`config.mk`:
```
export PLATFORM = sky130hd
export DESIGN_NAME = stepgen_burst
export DESIGN_NICKNAME = d
export VERILOG_FILES = /design/src/rtl/stepgen_pkg.sv /design/src/rtl/stepgen_regs.sv /design/src/rtl/stepgen_split.sv /design/src/rtl/stepgen_core.sv /design/src/rtl/stepgen_burst.sv
export SDC_FILE = /design/constraint.sdc
export NUM_CORES = 1
export LEC_CHECK = 0
export BUFFER_PORTS_ARGS = -buffer_cell sky130_fd_sc_hd__buf_2
export CAP_MARGIN = 20
export CELL_PAD_IN_SITES_DETAIL_PLACEMENT = 0
export CELL_PAD_IN_SITES_GLOBAL_PLACEMENT = 2
export CORE_MARGIN = 2
export CORE_UTILIZATION = 39
export CTS_CLUSTER_DIAMETER = 100
export DETAILED_ROUTE_END_ITERATION = 8
export PLACE_DENSITY = 0.95
export SLEW_MARGIN = 20
export SYNTH_ARGS = -nofsm -noshare
export SYNTH_HDL_FRONTEND = slang
export SYNTH_SLANG_ARGS = --single-unit
```
`constraint.sdc`:
```
create_clock -name clk_i -period 6.9 [get_ports clk_i]
set_input_delay 1.38 -clock clk_i [delete_from_list [all_inputs] [get_ports clk_i]]
set_output_delay 1.38 -clock clk_i [all_outputs]
set_load 0.01 [all_outputs]
```
`src/rtl/stepgen_pkg.sv`:
```
package stepgen_pkg;
  typedef enum logic [1:0] {
    ST_IDLE = 2'd0,
    ST_HIGH = 2'd1,
    ST_LOW  = 2'd2
  } run_st_e;

  localparam int unsigned ADDR_W = 3;
  localparam logic [ADDR_W-1:0] A_CMD    = 3'd0;
  localparam logic [ADDR_W-1:0] A_PERIOD = 3'd1;
  localparam logic [ADDR_W-1:0] A_COUNT  = 3'd2;
  localparam logic [ADDR_W-1:0] A_CFG    = 3'd3;
  localparam logic [ADDR_W-1:0] A_STAT   = 3'd4;
  localparam logic [ADDR_W-1:0] A_REMAIN = 3'd5;
endpackage

```
`src/rtl/stepgen_regs.sv`:
```
module stepgen_regs
  import stepgen_pkg::*;
#(
  parameter int unsigned DATA_W = 32,
  parameter int unsigned PER_W  = 16,
  parameter int unsigned CNT_W  = 16
) (
  input  logic              clk_i,
  input  logic              rst_ni,
  input  logic              wr_en_i,
  input  logic [ADDR_W-1:0] wr_addr_i,
  input  logic [DATA_W-1:0] wr_data_i,
  input  logic [ADDR_W-1:0] rd_addr_i,
  output logic [DATA_W-1:0] rd_data_o,
  input  logic              done_i,
  input  logic              busy_i,
  input  logic [CNT_W-1:0]  remain_i,
  output logic [PER_W-1:0]  period_o,
  output logic [CNT_W-1:0]  count_o,
  output logic              dir_o,
  output logic [1:0]        msel_o,
  output logic              irq_en_o,
  output logic              start_o,
  output logic              abort_o,
  output logic              clr_o
);
  logic [PER_W-1:0] period_q;
  logic [CNT_W-1:0] count_q;
  logic             dir_q;
  logic [1:0]       msel_q;
  logic             irq_en_q;

  always_ff @(posedge clk_i or negedge rst_ni) begin
    if (!rst_ni) begin
      period_q <= '0;
      count_q  <= '0;
      dir_q    <= 1'b0;
      msel_q   <= 2'b00;
      irq_en_q <= 1'b0;
    end else if (wr_en_i) begin
      case (wr_addr_i)
        A_PERIOD: period_q <= wr_data_i[PER_W-1:0];
        A_COUNT:  count_q  <= wr_data_i[CNT_W-1:0];
        A_CFG: begin
          dir_q    <= wr_data_i[0];
          msel_q   <= wr_data_i[2:1];
          irq_en_q <= wr_data_i[3];
        end
        default: ;
      endcase
    end
  end

  assign start_o = wr_en_i && (wr_addr_i == A_CMD)  && wr_data_i[0];
  assign abort_o = wr_en_i && (wr_addr_i == A_CMD)  && wr_data_i[1];
  assign clr_o   = wr_en_i && (wr_addr_i == A_STAT) && wr_data_i[0];

  always_comb begin
    rd_data_o = '0;
    case (rd_addr_i)
      A_PERIOD: rd_data_o[PER_W-1:0] = period_q;
      A_COUNT:  rd_data_o[CNT_W-1:0] = count_q;
      A_CFG:    rd_data_o[3:0]       = {irq_en_q, msel_q, dir_q};
      A_STAT:   rd_data_o[1:0]       = {busy_i, done_i};
      A_REMAIN: rd_data_o[CNT_W-1:0] = remain_i;
      default:  rd_data_o = '0;
    endcase
  end

  assign period_o = period_q;
  assign count_o  = count_q;
  assign dir_o    = dir_q;
  assign msel_o   = msel_q;
  assign irq_en_o = irq_en_q;
endmodule

```
`src/rtl/stepgen_split.sv`:
```
module stepgen_split #(
  parameter int unsigned PER_W        = 16,
  parameter int unsigned MIN_HALF_CYC = 50
) (
  input  logic [PER_W-1:0] period_i,
  output logic [PER_W-1:0] hi_o,
  output logic [PER_W-1:0] lo_o
);
  localparam logic [PER_W-1:0] MIN_FRAME = PER_W'(2 * MIN_HALF_CYC);

  logic [PER_W-1:0] p_eff;

  // stretch short periods so both phases meet the driver minimum
  assign p_eff = (period_i < MIN_FRAME) ? MIN_FRAME : period_i;
  assign hi_o  = p_eff >> 1;
  assign lo_o  = p_eff - hi_o;
endmodule

```
`src/rtl/stepgen_core.sv`:
```
module stepgen_core
  import stepgen_pkg::*;
#(
  parameter int unsigned PER_W = 16,
  parameter int unsigned CNT_W = 16
) (
  input  logic             clk_i,
  input  logic             rst_ni,
  input  logic             start_i,
  input  logic             abort_i,
  input  logic             clr_i,
  input  logic [PER_W-1:0] hi_i,
  input  logic [PER_W-1:0] lo_i,
  input  logic [CNT_W-1:0] cnt_i,
  input  logic             cfg_dir_i,
  input  logic [1:0]       cfg_msel_i,
  output logic             step_o,
  output logic             dir_o,
  output logic [1:0]       msel_o,
  output logic             busy_o,
  output logic             done_o,
  output logic [CNT_W-1:0] remain_o
);
  run_st_e          st_q;
  logic [PER_W-1:0] tmr_q;
  logic [PER_W-1:0] hi_q;
  logic [PER_W-1:0] lo_q;
  logic [CNT_W-1:0] remain_q;
  logic             abort_q;
  logic             done_q;
  logic             dir_q;
  logic [1:0]       msel_q;
  logic             tmr_zero;

  assign tmr_zero = (tmr_q == '0);

  always_ff @(posedge clk_i or negedge rst_ni) begin
    if (!rst_ni) begin
      st_q     <= ST_IDLE;
      tmr_q    <= '0;
      hi_q     <= '0;
      lo_q     <= '0;
      remain_q <= '0;
      abort_q  <= 1'b0;
      done_q   <= 1'b0;
    end else begin
      if (clr_i) done_q <= 1'b0;
      case (st_q)
        ST_IDLE: begin
          abort_q <= 1'b0;
          if (start_i) begin
            hi_q     <= hi_i;
            lo_q     <= lo_i;
            remain_q <= cnt_i;
            tmr_q    <= hi_i - PER_W'(1);
            if (cnt_i == '0) begin
              done_q <= 1'b1;
            end else begin
              done_q <= 1'b0;
              st_q   <= ST_HIGH;
            end
          end
        end
        ST_HIGH: begin
          if (abort_i) abort_q <= 1'b1;
          if (tmr_zero) begin
            st_q     <= ST_LOW;
            tmr_q    <= lo_q - PER_W'(1);
            remain_q <= remain_q - CNT_W'(1);
          end else begin
            tmr_q <= tmr_q - PER_W'(1);
          end
        end
        ST_LOW: begin
          if (abort_i) abort_q <= 1'b1;
          if (tmr_zero) begin
            // down counter at zero or abort pending gates the timer off
            if (remain_q == '0 || abort_q || abort_i) begin
              st_q   <= ST_IDLE;
              done_q <= 1'b1;
            end else begin
              st_q  <= ST_HIGH;
              tmr_q <= hi_q - PER_W'(1);
            end
          end else begin
            tmr_q <= tmr_q - PER_W'(1);
          end
        end
        default: st_q <= ST_IDLE;
      endcase
    end
  end

  // driver setup lines never move while step is high
  always_ff @(posedge clk_i or negedge rst_ni) begin
    if (!rst_ni) begin
      dir_q  <= 1'b0;
      msel_q <= 2'b00;
    end else if (st_q != ST_HIGH) begin
      dir_q  <= cfg_dir_i;
      msel_q <= cfg_msel_i;
    end
  end

  assign step_o   = (st_q == ST_HIGH);
  assign busy_o   = (st_q != ST_IDLE);
  assign done_o   = done_q;
  assign remain_o = remain_q;
  assign dir_o    = dir_q;
  assign msel_o   = msel_q;
endmodule

```
`src/rtl/stepgen_burst.sv`:
```
module stepgen_burst
  import stepgen_pkg::*;
#(
  parameter int unsigned CLK_HZ      = 50_000_000,
  parameter int unsigned MIN_HALF_NS = 1000,
  parameter int unsigned PER_W       = 16,
  parameter int unsigned CNT_W       = 16,
  parameter int unsigned DATA_W      = 32
) (
  input  logic              clk_i,
  input  logic              rst_ni,
  input  logic              wr_en_i,
  input  logic [2:0]        wr_addr_i,
  input  logic [DATA_W-1:0] wr_data_i,
  input  logic [2:0]        rd_addr_i,
  output logic [DATA_W-1:0] rd_data_o,
  output logic              step_o,
  output logic              dir_o,
  output logic [1:0]        msel_o,
  output logic              irq_o
);
  localparam int unsigned MIN_HALF_CYC =
    int'((longint'(CLK_HZ) * longint'(MIN_HALF_NS) + 64'd999_999_999) / 64'd1_000_000_000);

  logic [PER_W-1:0] period_w, hi_w, lo_w;
  logic [CNT_W-1:0] count_w, remain_w;
  logic             cfg_dir_w, irq_en_w;
  logic [1:0]       cfg_msel_w;
  logic             start_w, abort_w, clr_w;
  logic             done_w, busy_w;

  stepgen_regs #(
    .DATA_W(DATA_W), .PER_W(PER_W), .CNT_W(CNT_W)
  ) u_regs (
    .clk_i    (clk_i),
    .rst_ni   (rst_ni),
    .wr_en_i  (wr_en_i),
    .wr_addr_i(wr_addr_i),
    .wr_data_i(wr_data_i),
    .rd_addr_i(rd_addr_i),
    .rd_data_o(rd_data_o),
    .done_i   (done_w),
    .busy_i   (busy_w),
    .remain_i (remain_w),
    .period_o (period_w),
    .count_o  (count_w),
    .dir_o    (cfg_dir_w),
    .msel_o   (cfg_msel_w),
    .irq_en_o (irq_en_w),
    .start_o  (start_w),
    .abort_o  (abort_w),
    .clr_o    (clr_w)
  );

  stepgen_split #(
    .PER_W(PER_W), .MIN_HALF_CYC(MIN_HALF_CYC)
  ) u_split (
    .period_i(period_w),
    .hi_o    (hi_w),
    .lo_o    (lo_w)
  );

  stepgen_core #(
    .PER_W(PER_W), .CNT_W(CNT_W)
  ) u_core (
    .clk_i     (clk_i),
    .rst_ni    (rst_ni),
    .start_i   (start_w),
    .abort_i   (abort_w),
    .clr_i     (clr_w),
    .hi_i      (hi_w),
    .lo_i      (lo_w),
    .cnt_i     (count_w),
    .cfg_dir_i (cfg_dir_w),
    .cfg_msel_i(cfg_msel_w),
    .step_o    (step_o),
    .dir_o     (dir_o),
    .msel_o    (msel_o),
    .busy_o    (busy_w),
    .done_o    (done_w),
    .remain_o  (remain_w)
  );

  assign irq_o = done_w & irq_en_w;
endmodule

```
=== Word-level counts from Yosys, hierarchy flattened ===
Cells that the tools add are included.

* Flip-flop bits (word level): 106
* Bits of input ports: 41
* Output and inout bits: 37
* Logic and storage cells: 91

* Add/subtract/negate cells: 6
* $lt $le $gt $ge: 1
* Eq/ne operators: 18
* Muxes and demuxes: 26
* Bitwise logic cells: 1
* Reduce and logical (&&, ||, !) cells: 25

{| class="wikitable"
|+ Operator list
! operator !! count
|-
| $mux 16 || 7
|-
| $logic_not 16->1 || 3
|-
| $pmux 16 s3 || 1
|-
| $sub 16x1->16 const B || 3
|-
| $pmux 12 s3 || 1
|-
| $pmux 16 s2 || 1
|-
| $sub 15x1->16 const B || 2
|-
| $lt 16x7->1 const B || 1
|-
| $sub 16x15->16 || 1
|-
| $eq 3x2->1 const B || 4
|-
| $pmux 2 s5 || 1
|-
| $reduce_and 2->1 || 5
|-
| $eq 3x3->1 const B || 3
|-
| $mux 2 || 4
|-
| $ne 2x1->1 const B || 4
|-
| $pmux 2 s4 || 1
|-
| $mux 1 || 7
|-
| $eq 3x1->1 const B || 2
|-
| $pmux 2 s3 || 1
|-
| $reduce_and 3->1 || 2
|-
| $reduce_bool 2->1 || 3
|-
| $logic_and 1x1->1 || 5
|-
| $ne 2x2->1 const B || 2
|-
| $pmux 1 s2 || 2
|-
| other kinds (10) || 11
|}

=== Depth between registers and ports, before layout ===
* Depth in word-level cells: 7
* Mapped depth: 15

=== Modules after synthesis ===
Synthesis repeated with hierarchy kept, for this count alone.

* Cells, all modules: 839
* Area total of the unflattened synthesis: 7741.2 µm²

{| class="wikitable"
|+ By module, submodules not included
! module !! instances !! cells an instance !! area an instance (µm²) !! seq. area each (µm²)
|-
| stepgen_core || 1 || 539 || 4832.1 || 1776.7
|-
| stepgen_regs || 1 || 152 || 1913.1 || 900.9
|-
| stepgen_split || 1 || 147 || 989.7 || 0.0
|-
| stepgen_burst || 1 || 1 || 6.3 || 0.0
|}

=== Worst setup path after synthesis ===
OpenSTA, ideal clock, no wires.

* Path type: input-to-output
* From: in rd_addr_i[0]
* To: out rd_data_o[10]
* Arrival: 2.699 ns
* Data required time: 5.520 ns
* Path slack: 2.821 ns
* Stages on the path: 5
* Path buffers: 2
* Cells stage by stage: clkbuf_1 nor2b_1 clkbuf_1 a22oi_1 o21ai_0

* Longest elaborated chain between the ends: 2
* Elaborated cells on any way between the ends: 4
* Those cells by class: 3 x eq/ne; 1 x mux

{| class="wikitable"
|+ RTL lines
! item !! line !! text
|-
| start: declaration || stepgen_burst.sv:15 || <nowiki>input logic [2:0] rd_addr_i,</nowiki>
|-
| $eq 3x3->1, or another cell as far along || stepgen_regs.sv:60 || <nowiki>case (rd_addr_i)</nowiki>
|-
| $pmux 12 s3 (*) || stepgen_regs.sv:60 ||
|-
| end: declaration || stepgen_burst.sv:16 || <nowiki>output logic [DATA_W-1:0] rd_data_o,</nowiki>
|}

Mark *: on every way between the ends. The rest lies on a longest branch, timed or not.

=== Worst setup path in the final report ===
* From: reg u_regs.period_q[15] (netlist: u_regs.period_o[15])
* To: reg u_core.lo_q[14]

* Longest elaborated chain between the ends: 3

{| class="wikitable"
|+ RTL lines
! item !! line !! text
|-
| start: declaration || stepgen_regs.sv:27 || <nowiki>logic [PER_W-1:0] period_q;</nowiki>
|-
| start signal: assignment || stepgen_regs.sv:42 || <nowiki>A_PERIOD: period_q <= wr_data_i[PER_W-1:0];</nowiki>
|-
| $lt 16x7->1 || stepgen_split.sv:14 || <nowiki>assign p_eff = (period_i < MIN_FRAME) ? MIN_FRAME : period_i;</nowiki>
|-
| $mux 16 || stepgen_split.sv:14 ||
|-
| via hi_w[0] || stepgen_burst.sv:25 || <nowiki>logic [PER_W-1:0] period_w, hi_w, lo_w;</nowiki>
|-
| $sub 16x15->16 || stepgen_split.sv:16 || <nowiki>assign lo_o = p_eff - hi_o;</nowiki>
|-
| end signal: assignment || stepgen_core.sv:53 || <nowiki>lo_q <= lo_i;</nowiki>
|-
| end: declaration || stepgen_core.sv:27 || <nowiki>logic [PER_W-1:0] lo_q;</nowiki>
|}

The timed path passes the listed nets, and every way through them passes these cells.
A chain may end at the register's enable or synchronous reset.

==> impl_metrics.yaml <==
run_status:
  run_status: "finished, final reports clean"
place:
  dp_hpwl_um: 15500
  io_buffers: 45
  gp_congestion: 0.824
  place_inst: 1146
critical_path:
  slowest_delay_ns: 0.52
  path_depth: 15
  r2r_slack_ns: 2.43
  r2r_end: "u_core.lo_q[14]$_DFFE_PN0P_"
  crit_type: "reg2reg"
  path_max_fanout: 9
  path_cells: "inv_1, ha_1, nor4b_1, nand3_1, nand2_1, inv_1, ha_1, fa_1, o21bai_1, a21oi_1, o21ai_0, a211oi_1, nor4_1, a311oi_1, a22o_1"
  worstPathBufferInverterCount: 2
  startpoint_type: "flip-flop"
  crit_path_end_kind: "flip-flop"
  ff2ff_path_depth: 15
  crit_family: "simple AND/OR/NAND/NOR gates"
  crit_slowest_cell: "nor4b_1"
  required_ns: 7.15
  cp.arrival_ns: 4.72
  r2r_start: "u_regs.period_o[15]$_DFFE_PN0P_"
floorplan:
  dieArea_sq_um: 20500
  die_width_um: 143
  fp.coreArea_sq_um: 18800
  rows: 50
  ios: 78
  die-height_um: 143
  start_util: 0.401
synth:
  synthArstFlopShare: 1.00
  seq_area_frac_synth: 0.351
  synth_top_flop_cell: "dfrtp_1"
  synth_common_cells: "dfrtp_1, nand2_1, o21ai_0"
  synth_seq_cells: 106
  yosysTopAreaCell: "dfrtp_1"
  synth.avg_cell_area_sq_um: 8.53
  synth.distinct_cells: 64
  synthCells: 886
  synth_edf_count: 0
  syn-cell-area_sq_um: 7560
  ys_warn_count: 0
  synth.top_cell.area_share: 0.351
  synth_area_leaders: "dfrtp_1, ha_1, o21ai_0"
timing:
  fin_hold_ws_ns: 0.506
  fin_crit_sh: 0.648
  skew_ns: 0.00865
  fmax_mhz: 224
  setup_tns_ns: 0
  max_slew_margin: 0.337
  hold_viol: 0
  worst_pin_slew_ns: 0.992
  period_needed_ns: 4.47
  drv_slew: 0
  grt_setup_unrepaired: "no"
  setup_viol: 0
route:
  drtPass1Iterations: 5
  drc: 0
  vias: 6549
  drt-initial-drc-count: 438
  drt_wl_total_um: 21100
  wire_per_inst_um: 18.1
  via_per_inst: 5.64
  ant_nets: 0
pwr:
  pwr-share-comb: 0.510
  power.internal_mw: 1.87
  p_per_area_nw_per_um2: 425
  switching_power_mw: 1.62
  power_frac_clock: 0.155
  switching_share: 0.465
  power_frac_seq: 0.334
  total_power_mw: 3.49
  ir_drop_mv: 0.170
  p_leak_nw: 3.52
layout:
  nets: 988
  drive_gt1_frac: 0.124
  stdcell_count: 1162
  area.growth.synth_to_final_pct: 8.56
  num_antenna_cells: 0
  final_util: 0.436
grt:
  antenna_found_initial: 0
  grt_busiest_layer: "met2"
  grt.met1_usage: 0.299
  grtUsageMet2: 0.333
  grt_use_total: 0.209
  grt_pass1_vias: 6108
  grt_max_degree: 72
  grt-ovfl-total: 0
  use_met3: 0.0184
  grt_pass1_wl_um: 33300
min_path:
  min_from: "u_core.dir_o$_DFFE_PN0N_"
  min_to: "u_core.dir_o$_DFFE_PN0N_"
  whs_path_depth: 1
  hold_class: "reg2reg"
cts:
  cts_tree: "built"
  htreeDepth: 3
  clkTransAtPathRegs_ns: 0.08
  post_cts_buffers: 0
  cts_resized: 0
  insertion_delay_ns: 0.36
  root_buffer: "clkbuf_16"
  cts_made_buffers: 9
  hold_buffers: 0
  cts.sinks: 106
  cts-root-to-sink-buffers: 2
job:
  drv_cap: 0
==> power groups by stage <==
stage / Clock [mW] / Combinational [mW] / Sequential, mW
2_1_floorplan: 0 / 1.35 / 1.07
3_3_place_gp: 0 / 1.74 / 1.17
3_5_place_dp: 0 / 1.76 / 1.17
4_1_cts: 0.553 / 1.78 / 1.16
5_1_grt: 0.576 / 1.99 / 1.21
6_report: 0.542 / 1.78 / 1.17
==> sequential cells by signal, summed over array words and instances, names as in the netlist, 2 cells and up <==
register         cells
u_core.tmr_q        16
u_core.lo_q         16
u_regs.count_o      16
u_regs.msel_o        2
u_core.st_q          2
u_regs.period_o     16
u_core.hi_q         15
u_core.msel_o        2
u_core.remain_o     16
==> metrics by stage <==
stage	setup slack, ns	cell area (sq um)
after floorplan	2.82	7610
after global placement	2.40	7900
after detailed placement	2.40	7900
after CTS	2.39	8200
after global routing	2.16	8210
final	2.43	8210
==> layer usage <==
| metal | up-vias | routed length, um |
|---|---|---|
| met3 | 22 | 699 |
| met5 | - | 0 |
| li1 | 3168 | - |
| met2 | 148 | 9940 |
| met1 | 3211 | 10000 |
| met4 | 0 | 423 |
==> worst reg2reg max path, stage by stage (launching register included) <==
cell	delay, ns
dfrtp_1	0.42
inv_1	0.12
ha_1	0.21
nor4b_1	0.52
nand3_1	0.47
nand2_1	0.37
inv_1	0.10
ha_1	0.24
fa_1	0.40
o21bai_1	0.15
a21oi_1	0.12
o21ai_0	0.44
a211oi_1	0.24
nor4_1	0.24
a311oi_1	0.10
a22o_1	0.22
==> layout make-up <==
cell class	count	area (sq um)
clock inverters	7	77.6
fillers	1918	10600
repair buffers	51	273
multi-input cells	685	4490
flip-flops and latches	106	2650
inverters	44	165
clock buffers	9	225
well taps	260	325
==> how the worst max path moves through the flow <==
stage                                          startpoint                     endpoint  slack, ns
after floorplan                              rd_addr_i[0]                rd_data_o[10]       2.82
after global placement                       rd_addr_i[0]                rd_data_o[15]       2.40
after detailed placement                     rd_addr_i[0]                rd_data_o[14]       2.40
after CTS                                    rd_addr_i[0]                rd_data_o[14]       2.39
after global routing      u_regs.period_o[15]$_DFFE_PN0P_  u_core.lo_q[14]$_DFFE_PN0P_       2.16
final                     u_regs.period_o[15]$_DFFE_PN0P_  u_core.lo_q[14]$_DFFE_PN0P_       2.43
==> kinds of logic (layout without fill, tap and decap cells) <==
group | Yosys count | in the layout | synth area share
and+or+nand+nor | 271 | 271 | 0.175
AOI/OAI and AO/OA | 259 | 259 | 0.211
buffers and inverters | 110 | 111 | 0.0632
DFF | 106 | 106 | 0.351
adders and majority gates | 50 | 50 | 0.0838
xor gates and xnor gates | 50 | 50 | 0.0579
muxes | 39 | 39 | 0.0573
other | 1 | 16 | 0.000496
==> cell usage in the layout (no fill, tap or decap), drive strengths merged, types with 22 or more instances in the layout <==
cell   instances
a21oi         47
o22ai         24
mux2          34
buf           51
nor2          45
a22oi         22
nand3         22
dfrtp        106
xnor2         32
o21ai        101
ha            49
inv           45
nand2        106
Note: power is estimated with default switching activity, not from simulation.
